--- src/rtl/iox_pkg.sv ---
package iox_pkg;
  localparam int VA_W   = 32;
  localparam int PA_W   = 34;
  localparam int PG_W   = 13;
  localparam int VPN_W  = VA_W - PG_W;
  localparam int PPN_W  = PA_W - PG_W;
  localparam int CODE_W = 3;
  localparam int SLOT_W = 10 + (1 << CODE_W) - 1;
  localparam int PTE_W  = 64;
  localparam int PTE_V  = 63;
  localparam int PTE_WR = 1;
  localparam int PTE_C  = 4;
  localparam logic [VA_W-1:0] WIN_TOP = 32'hFFFFE000;

  typedef enum logic [1:0] {
    SEL_CTRL  = 2'd0,
    SEL_TBASE = 2'd1,
    SEL_FLUSH = 2'd2,
    SEL_NONE  = 2'd3
  } cfg_sel_e;

  typedef struct packed {
    logic [PPN_W-1:0] ppn;
    logic             wr;
    logic             cach;
  } xl_data_t;

  // Lowest address of the window for a given size code.
  function automatic logic [VA_W-1:0] win_base(input logic [CODE_W-1:0] code);
    logic [2*VA_W-1:0] w;
    w = {{VA_W{1'b0}}, WIN_TOP} << (32'(code) + 32'd10);
    return w[VA_W-1:0];
  endfunction

  // Table slot of an in-window address.
  function automatic logic [SLOT_W-1:0] slot_of(input logic [VA_W-1:0] a,
                                                input logic [CODE_W-1:0] code);
    return SLOT_W'((a - win_base(code)) >> PG_W);
  endfunction

  // Byte address of an entry.
  function automatic logic [PA_W-1:0] pte_addr(input logic [PA_W-1:0] tbase,
                                               input logic [SLOT_W-1:0] s);
    return tbase + PA_W'({s, 3'b000});
  endfunction
endpackage

--- src/rtl/iox_cfg.sv ---
module iox_cfg import iox_pkg::*; (
  input  logic              clk,
  input  logic              rst_n,
  input  logic              cfg_we,
  input  logic [1:0]        cfg_sel,
  input  logic [PA_W-1:0]   cfg_wdata,
  output logic              xl_en,
  output logic [CODE_W-1:0] size_code,
  output logic [PA_W-1:0]   tbase,
  output logic              flush_vld,
  output logic [VPN_W-1:0]  flush_vpn
);
  localparam int EN_BIT   = 0;
  localparam int CODE_LSB = 16;

  logic [PPN_W-1:0] tbase_pg;
  cfg_sel_e         sel;

  assign sel = cfg_sel_e'(cfg_sel);

  always_ff @(posedge clk or negedge rst_n) begin
    if (!rst_n) begin
      xl_en     <= 1'b0;
      size_code <= '0;
      tbase_pg  <= '0;
    end else if (cfg_we) begin
      if (sel == SEL_CTRL) begin
        xl_en     <= cfg_wdata[EN_BIT];
        size_code <= cfg_wdata[CODE_LSB +: CODE_W];
      end
      if (sel == SEL_TBASE) tbase_pg <= cfg_wdata[PA_W-1:PG_W];
    end
  end

  assign tbase     = {tbase_pg, {PG_W{1'b0}}};
  assign flush_vld = cfg_we && (sel == SEL_FLUSH);
  assign flush_vpn = cfg_wdata[VA_W-1:PG_W];

  logic unused_cfg;
  assign unused_cfg = ^cfg_wdata[PG_W-1:EN_BIT+1];
endmodule

--- src/rtl/iox_tlb.sv ---
module iox_tlb import iox_pkg::*; #(
  parameter int ENTRIES = 16
) (
  input  logic             clk,
  input  logic             rst_n,
  input  logic [VPN_W-1:0] lk_vpn,
  output logic             lk_hit,
  output xl_data_t         lk_data,
  input  logic             fill_en,
  input  logic [VPN_W-1:0] fill_vpn,
  input  xl_data_t         fill_data,
  input  logic             flush_en,
  input  logic [VPN_W-1:0] flush_vpn
);
  localparam int IDX_W = (ENTRIES > 1) ? $clog2(ENTRIES) : 1;
  localparam int DAT_W = $bits(xl_data_t);

  logic [ENTRIES-1:0] vld, lk_match, fl_match;
  logic [VPN_W-1:0]   tag [ENTRIES];
  xl_data_t           dat [ENTRIES];
  logic [IDX_W-1:0]   rr;
  logic [DAT_W-1:0]   acc;

  for (genvar i = 0; i < ENTRIES; i++) begin : g_way
    assign lk_match[i] = vld[i] && (tag[i] == lk_vpn);
    assign fl_match[i] = vld[i] && (tag[i] == flush_vpn);
  end

  always_ff @(posedge clk or negedge rst_n) begin
    if (!rst_n) begin
      vld <= '0;
      rr  <= '0;
    end else begin
      for (int i = 0; i < ENTRIES; i++) begin
        if (fill_en && rr == IDX_W'(i)) vld[i] <= 1'b1;
        else if (flush_en && fl_match[i]) vld[i] <= 1'b0;
      end
      if (fill_en) rr <= (rr == IDX_W'(ENTRIES-1)) ? '0 : rr + 1'b1;
    end
  end

  always_ff @(posedge clk) begin
    for (int i = 0; i < ENTRIES; i++) begin
      if (fill_en && rr == IDX_W'(i)) begin
        tag[i] <= fill_vpn;
        dat[i] <= fill_data;
      end
    end
  end

  always_comb begin
    acc = '0;
    for (int i = 0; i < ENTRIES; i++)
      if (lk_match[i]) acc = acc | dat[i];
  end

  assign lk_hit  = |lk_match;
  assign lk_data = xl_data_t'(acc);

  // no page is ever held twice
  p_one_way_r11: assert property (@(posedge clk) disable iff (!rst_n)
    $onehot0(lk_match)) else $error("duplicate translation");

  // a flushed page cannot hit on the following cycle
  p_flush_kills_r9: assert property (@(posedge clk) disable iff (!rst_n)
    flush_en |=> !(lk_hit && lk_vpn == $past(flush_vpn)))
    else $error("flushed page still hits");
endmodule

--- src/rtl/iox_walk.sv ---
module iox_walk import iox_pkg::*; (
  input  logic              clk,
  input  logic              rst_n,
  input  logic              xl_en,
  input  logic [CODE_W-1:0] size_code,
  input  logic [PA_W-1:0]   tbase,
  input  logic              flush_vld,
  input  logic [VPN_W-1:0]  flush_vpn,
  input  logic              req_valid,
  output logic              req_ready,
  input  logic              req_write,
  input  logic [VA_W-1:0]   req_addr,
  output logic              rsp_valid,
  output logic              rsp_fault,
  output logic [PA_W-1:0]   rsp_paddr,
  output logic              rsp_cacheable,
  output logic              mem_rd_req,
  output logic [PA_W-1:0]   mem_rd_addr,
  input  logic              mem_rd_ack,
  input  logic [PTE_W-1:0]  mem_rd_data,
  output logic [VPN_W-1:0]  lk_vpn,
  input  logic              lk_hit,
  input  xl_data_t          lk_data,
  output logic              fill_en,
  output logic [VPN_W-1:0]  fill_vpn,
  output xl_data_t          fill_data
);
  typedef enum logic {ST_IDLE, ST_WAIT} st_e;

  st_e              st;
  logic [VPN_W-1:0] pend_vpn;
  logic [PG_W-1:0]  pend_off;
  logic             pend_wr, cancel;
  logic             accept, in_win, hit_ok, hit_deny, flush_pend, pte_ok, walk_done;
  logic [VA_W-1:0]  base;

  assign base       = win_base(size_code);
  assign req_ready  = (st == ST_IDLE);
  assign accept     = req_valid && req_ready;
  assign lk_vpn     = req_addr[VA_W-1:PG_W];
  assign in_win     = req_addr >= base;
  assign hit_ok     = lk_hit && !(flush_vld && flush_vpn == lk_vpn);
  assign hit_deny   = req_write && !lk_data.wr;
  assign flush_pend = flush_vld && (flush_vpn == pend_vpn);
  assign pte_ok     = mem_rd_data[PTE_V] && (!pend_wr || mem_rd_data[PTE_WR]);
  assign walk_done  = (st == ST_WAIT) && mem_rd_ack;
  assign fill_en    = walk_done && pte_ok && !cancel && !flush_pend;
  assign fill_vpn   = pend_vpn;
  assign fill_data  = '{ppn: mem_rd_data[PA_W-1:PG_W], wr: mem_rd_data[PTE_WR],
                        cach: mem_rd_data[PTE_C]};

  always_ff @(posedge clk or negedge rst_n) begin
    if (!rst_n) begin
      st            <= ST_IDLE;
      pend_vpn      <= '0;
      pend_off      <= '0;
      pend_wr       <= 1'b0;
      cancel        <= 1'b0;
      mem_rd_req    <= 1'b0;
      mem_rd_addr   <= '0;
      rsp_valid     <= 1'b0;
      rsp_fault     <= 1'b0;
      rsp_paddr     <= '0;
      rsp_cacheable <= 1'b0;
    end else begin
      rsp_valid  <= 1'b0;
      mem_rd_req <= 1'b0;
      case (st)
        ST_IDLE: if (req_valid) begin
          if (!xl_en || !in_win) begin
            rsp_valid     <= 1'b1;
            rsp_fault     <= 1'b1;
            rsp_paddr     <= '0;
            rsp_cacheable <= 1'b0;
          end else if (hit_ok) begin
            rsp_valid     <= 1'b1;
            rsp_fault     <= hit_deny;
            rsp_paddr     <= hit_deny ? '0 : {lk_data.ppn, req_addr[PG_W-1:0]};
            rsp_cacheable <= !hit_deny && lk_data.cach;
          end else begin
            st          <= ST_WAIT;
            mem_rd_req  <= 1'b1;
            mem_rd_addr <= pte_addr(tbase, slot_of(req_addr, size_code));
            pend_vpn    <= lk_vpn;
            pend_off    <= req_addr[PG_W-1:0];
            pend_wr     <= req_write;
            cancel      <= 1'b0;
          end
        end
        ST_WAIT: begin
          if (flush_pend) cancel <= 1'b1;
          if (mem_rd_ack) begin
            st            <= ST_IDLE;
            rsp_valid     <= 1'b1;
            rsp_fault     <= !pte_ok;
            rsp_paddr     <= pte_ok ? {mem_rd_data[PA_W-1:PG_W], pend_off} : '0;
            rsp_cacheable <= pte_ok && mem_rd_data[PTE_C];
          end
        end
        default: st <= ST_IDLE;
      endcase
    end
  end

  // Entry bits not used for translation
  logic unused_pte;
  assign unused_pte = ^{mem_rd_data[62:34], mem_rd_data[12:5], mem_rd_data[3:2],
                        mem_rd_data[0]};

  // a table read only follows an accepted request
  p_walk_start_r5: assert property (@(posedge clk) disable iff (!rst_n)
    mem_rd_req |-> $past(accept)) else $error("stray table read");

  // below-window requests fault next cycle with no read
  p_outside_quiet_r3: assert property (@(posedge clk) disable iff (!rst_n)
    accept && xl_en && !in_win |=> rsp_valid && rsp_fault && !mem_rd_req)
    else $error("out-of-window request not refused");

  // disabled translation refuses everything without a read
  p_off_quiet_r4: assert property (@(posedge clk) disable iff (!rst_n)
    accept && !xl_en |=> rsp_valid && rsp_fault && !mem_rd_req)
    else $error("disabled request not refused");

  // a hit answers next cycle without a read
  p_hit_noread_r8: assert property (@(posedge clk) disable iff (!rst_n)
    accept && xl_en && in_win && hit_ok |=> rsp_valid && !mem_rd_req)
    else $error("hit went to memory");

  // faulting responses carry no address and no cacheable flag
  p_fault_zero_r7: assert property (@(posedge clk) disable iff (!rst_n)
    rsp_valid && rsp_fault |-> rsp_paddr == '0 && !rsp_cacheable)
    else $error("fault with address");
endmodule

--- src/rtl/iova_xlate.sv ---
module iova_xlate import iox_pkg::*; #(
  parameter int ENTRIES = 16
) (
  input  logic              clk,
  input  logic              rst_n,
  input  logic              cfg_we,
  input  logic [1:0]        cfg_sel,
  input  logic [PA_W-1:0]   cfg_wdata,
  input  logic              req_valid,
  output logic              req_ready,
  input  logic              req_write,
  input  logic [VA_W-1:0]   req_addr,
  output logic              rsp_valid,
  output logic              rsp_fault,
  output logic [PA_W-1:0]   rsp_paddr,
  output logic              rsp_cacheable,
  output logic              mem_rd_req,
  output logic [PA_W-1:0]   mem_rd_addr,
  input  logic              mem_rd_ack,
  input  logic [PTE_W-1:0]  mem_rd_data
);
  logic              xl_en, flush_vld, lk_hit, fill_en;
  logic [CODE_W-1:0] size_code;
  logic [PA_W-1:0]   tbase;
  logic [VPN_W-1:0]  flush_vpn, lk_vpn, fill_vpn;
  xl_data_t          lk_data, fill_data;

  iox_cfg u_cfg (
    .clk(clk), .rst_n(rst_n), .cfg_we(cfg_we), .cfg_sel(cfg_sel),
    .cfg_wdata(cfg_wdata), .xl_en(xl_en), .size_code(size_code),
    .tbase(tbase), .flush_vld(flush_vld), .flush_vpn(flush_vpn)
  );

  iox_tlb #(.ENTRIES(ENTRIES)) u_tlb (
    .clk(clk), .rst_n(rst_n), .lk_vpn(lk_vpn), .lk_hit(lk_hit),
    .lk_data(lk_data), .fill_en(fill_en), .fill_vpn(fill_vpn),
    .fill_data(fill_data), .flush_en(flush_vld), .flush_vpn(flush_vpn)
  );

  iox_walk u_walk (
    .clk(clk), .rst_n(rst_n), .xl_en(xl_en), .size_code(size_code),
    .tbase(tbase), .flush_vld(flush_vld), .flush_vpn(flush_vpn),
    .req_valid(req_valid), .req_ready(req_ready), .req_write(req_write),
    .req_addr(req_addr), .rsp_valid(rsp_valid), .rsp_fault(rsp_fault),
    .rsp_paddr(rsp_paddr), .rsp_cacheable(rsp_cacheable),
    .mem_rd_req(mem_rd_req), .mem_rd_addr(mem_rd_addr),
    .mem_rd_ack(mem_rd_ack), .mem_rd_data(mem_rd_data),
    .lk_vpn(lk_vpn), .lk_hit(lk_hit), .lk_data(lk_data),
    .fill_en(fill_en), .fill_vpn(fill_vpn), .fill_data(fill_data)
  );
endmodule

--- config.mk ---
export PLATFORM = sky130hd
export DESIGN_NAME = iova_xlate
export DESIGN_NICKNAME = d
export VERILOG_FILES = /design/src/rtl/iox_pkg.sv /design/src/rtl/iox_cfg.sv /design/src/rtl/iox_tlb.sv /design/src/rtl/iox_walk.sv /design/src/rtl/iova_xlate.sv
export SDC_FILE = /design/constraint.sdc
export NUM_CORES = 1
export LEC_CHECK = 0
export ABC_CLOCK_PERIOD_IN_PS = 8700
export BUFFER_PORTS_ARGS = -buffer_cell sky130_fd_sc_hd__buf_2
export CAP_MARGIN = 10
export CORE_MARGIN = 1.5
export CORE_UTILIZATION = 25
export DETAILED_ROUTE_END_ITERATION = 8
export HOLD_SLACK_MARGIN = 0.05
export MAX_ROUTING_LAYER = met4
export PLACE_DENSITY = 0.43
export SLEW_MARGIN = 40
export SYNTH_ARGS = -nofsm -noshare
export SYNTH_HDL_FRONTEND = slang
export SYNTH_SLANG_ARGS = --single-unit
--- constraint.sdc ---
create_clock -name clk -period 8.7 [get_ports clk]
set_clock_uncertainty 0.05 [all_clocks]
set_input_delay 0 -clock clk [delete_from_list [all_inputs] [get_ports clk]]
set_output_delay 0 -clock clk [all_outputs]
set_load 0.01 [all_outputs]
==> summary.md <==
| Metric | Value |
|---|---|
| WP buf/inv | 3 |
| First-pass detailed-route iteration total | 5 |
| Rows | 142 |
| Detailed Place HPWL | 81.8 mm |
| Overflow after GRT | 0 |
| Antenna Nets Post-Route | 0 |
| Status | finished clean |
| Syn Area/Cell | 13.8 um2 |
| Post-synth EDFFs | 672 |
| Root Driver | clkbuf_16 |
| Setup TNS | 0 ns |
| RSZ-0062 raised after global routing | false |
| Fin crit share | 54.2% |
| Setup crit end kind | flop |
| Post-CTS Setup Repair Bufs | 0 |
| Crit Path Category | reg2reg |
| Worst Max-Slew Pin Slew | 0.900 ns |
| Clock sink count | 821 |
| Htree depth | 3 |
| Routed WL | 148 mm |
| Longest Clk Path Bufs | 3 |
| Final #Nets | 3,255 |
| Vias in the first global route | 25.5k |
| DRT iter0 DRCs | 2,384 |
| CP required | 9.23 ns |
| Fmax | 212 MHz |
| Async SR Flop Fraction | 18.1% |
| CTS tree | done |
| Delay-heaviest family, CP | compound AO/OA/AOI/OAI gates |
| CTS Buf Count | 95 |
| DRC viols | 0 |
| Width of the die | 391 um |
| YS warnings | 0 |
| CP cell instances | inv_1 > ha_1 > or3_1 > ha_1 > o21a_1 > o211ai_1 > a21boi_0 > o21a_1 > o21ai_0 > a21oi_4 > buf_4 > nand3_4 > buf_4 > mux2_2 |
| Main synth FF type | edfxtp_1 |
| Slew Viols, Final | 0 |
| Starting Density | 25.2% |
| R2r startpoint | u_cfg.size_code[1] |
| Reg clk slew, reported paths | 0.07 ns |
| Antenna violations before repair | 10 |
| RePlAce Congestion | 0.834 |
| Die area | 153,000 um2 |
| Largest net degree at the start of global routing | 73 |
| Hold Crit Start | cfg_we |
| Leak pwr | 15.6 nW |
| WL/cell | 28.5 um |
| Mean number of vias per cell | 4.93 |
| Critical path peak fanout | 69 |
| Commonest cells after routing, fill and taps aside | edfxtp_1 (672), xnor2_1 (402), xor2_1 (270), nand3_1 (212), buf_2 (153) |
| Slew HR | 40.0% |
| Worst hold path type | in2reg |
| First-pass GRT wire length | 204 mm |
| Worst stage delay on the critical path | 0.64 ns |
| Vias | 25.6k |
| Final hold viol count | 0 |
| Yosys cell types | 55 |
| Worst VDD drop | 166 uV |
| Core Area | 150,000 um2 |
| Sequential area share after synthesis | 63.5% |
| IO Port Bufs | 155 |
| Worst EP arrival | 5.24 ns |
| Critical Path Source Type | flop |
| Synthesized cell area | 37,700 um2 |
| Minimum clock period | 4.72 ns |
| Clock latency on the worst-skew pair | 0.74 ns |
| #FFs+latches synth | 821 |
| Setup-failing EPs final | 0 |
| Share of cells above drive strength 1 | 17.4% |
| Final Core Density | 30.7% |
| IO Pins | 211 |
| Commonest non-fill, non-tap cell in the layout | edfxtp_1 |
| Die Y | 391 um |
| Critical path launch point | u_cfg.size_code[1] |
| All-Layer GR Usage | 19.7% |
| Mapped Cells | 2,738 |
| PD cells | 237 nW/um2 |
| Area grow syn2layout | 21.8% |
| Max Cap Viol | 0 |
| Crit-path slowest cell | buf_4 |
[final timing paths]
path                                     endpoint  slack (ns)  cells past startpoint
hold / removal                  u_cfg.tbase_pg[7]        0.09                      3
setup / recovery            u_walk.mem_rd_addr[4]        3.98                     14
max in group asynchronous    u_walk.rsp_paddr[33]        7.15                      5
setup reg to reg            u_walk.mem_rd_addr[4]        3.98                     14
hold reg to reg            u_walk.mem_rd_addr[31]        0.42                      2
min in group asynchronous      u_walk.fill_vpn[6]        0.39                      4
[through the flow]
step / cell area (um2) / hold WS [ns] / power (mW) / instances / worst slack, ns
global placement: 41400 / -0.00836 / 6.77 / 4887 / 4.05
detailed placement: 41400 / -0.0144 / 6.77 / 4888 / 4.04
CTS: 45800 / 0.0501 / 11.0 / 5187 / 3.98
finish: 45900 / 0.0872 / 10.9 / 5194 / 3.98
floorplan: 37700 / -0.346 / 5.78 / 2742 / 3.14
global route: 45900 / 0.0560 / 11.2 / 5191 / 3.72
[cell usage after synthesis (all sizes together) (10+ instances only)]
| cell type | number | share of area (%) |
|---|---|---|
| xor2 | 270 | 6.3 |
| nor2 | 47 | 0.47 |
| a221oi | 20 | 0.47 |
| a32oi | 13 | 0.30 |
| buf | 99 | 1.4 |
| inv | 11 | 0.11 |
| a22oi | 72 | 1.4 |
| mux2 | 67 | 2.0 |
| nand4 | 149 | 2.5 |
| o21ai | 31 | 0.41 |
| nor4b | 33 | 1.0 |
| a21oi | 23 | 0.34 |
| dfrtp | 149 | 9.9 |
| a21o | 22 | 0.44 |
| or4 | 12 | 0.24 |
| nand3 | 213 | 2.8 |
| ha | 24 | 0.80 |
| clkbuf | 44 | 0.44 |
| o211ai | 11 | 0.22 |
| and3 | 22 | 0.37 |
| and2 | 10 | 0.17 |
| a22o | 22 | 0.51 |
| xnor2 | 402 | 9.3 |
| edfxtp | 672 | 54 |
| nand2 | 92 | 0.92 |
| nor3 | 41 | 0.61 |
| nor4 | 109 | 1.8 |
| a31oi | 22 | 0.37 |
[final cells by class]
type,instances,area (um2)
Fill cell,15100,104000
Sequential cell,821,23900
Multi-Input combinational cell,1767,13300
Timing Repair Buffer,396,2970
Clock buffer,117,2540
Tap cell,2016,2520
Clock inverter,61,624
Inverter,11,41.3
Antenna cell,5,12.5
[sequential cells by signal, summed over array words and instances, names as in the netlist]
register	cells
u_tlb.dat	368
u_tlb.tag	304
u_walk.rsp_paddr	34
u_walk.mem_rd_addr	31
u_cfg.tbase_pg	21
u_walk.fill_vpn	19
u_tlb.vld	16
u_walk.pend_off	13
u_tlb.rr	4
u_cfg.size_code	3
u_cfg.xl_en	1
u_walk.cancel	1
u_walk.mem_rd_req	1
u_walk.pend_wr	1
u_walk.rsp_cacheable	1
u_walk.rsp_fault	1
u_walk.rsp_valid	1
u_walk.st	1
[where the power goes]
group / internal [mW] / switching [mW]
sequential: 4.71 / 0.251
clock: 2.33 / 1.76
combinational: 0.612 / 1.21
total: 7.65 / 3.22
[worst register-to-register path, stage by stage (launching register included)]
cell and delay [ns]:
dfrtp_1 0.39, inv_1 0.09, ha_1 0.36, or3_1 0.37
ha_1 0.34, o21a_1 0.14, o211ai_1 0.18, a21boi_0 0.12
o21a_1 0.19, o21ai_0 0.34, a21oi_4 0.09, buf_4 0.31
nand3_4 0.44, buf_4 0.65, mux2_2 0.50
[routing by layer]
metal  routed length, um  GRT usage (%)  vias up
met5                   0              -        -
met4                5060           6.33        0
met3                8640           2.85      258
met2               71200           32.0     1022
met1               63200           25.3    13300
li1                    -              -    11000
[cell families (layout without fill, tap and decap cells)]
family	after synthesis	in the layout	synth area share (%)
flip-flops	821	821	63.5
other	2	11	0.0199
AND/OR/NAND/NOR	745	745	11.3
XOR/XNOR	672	672	15.6
multiplexers	68	68	2.03
AO/OA/AOI/OAI	251	251	4.81
buffers and inverters	154	585	1.91
adder cells (fa/ha/maj)	25	25	0.851
[timing repair]
item	in CTS	in global routing
hold buffers	121	0
gates resized for setup	0	0
hold endpoints to repair	574	0
No activity file was read; power rests on OpenSTA's default activity.
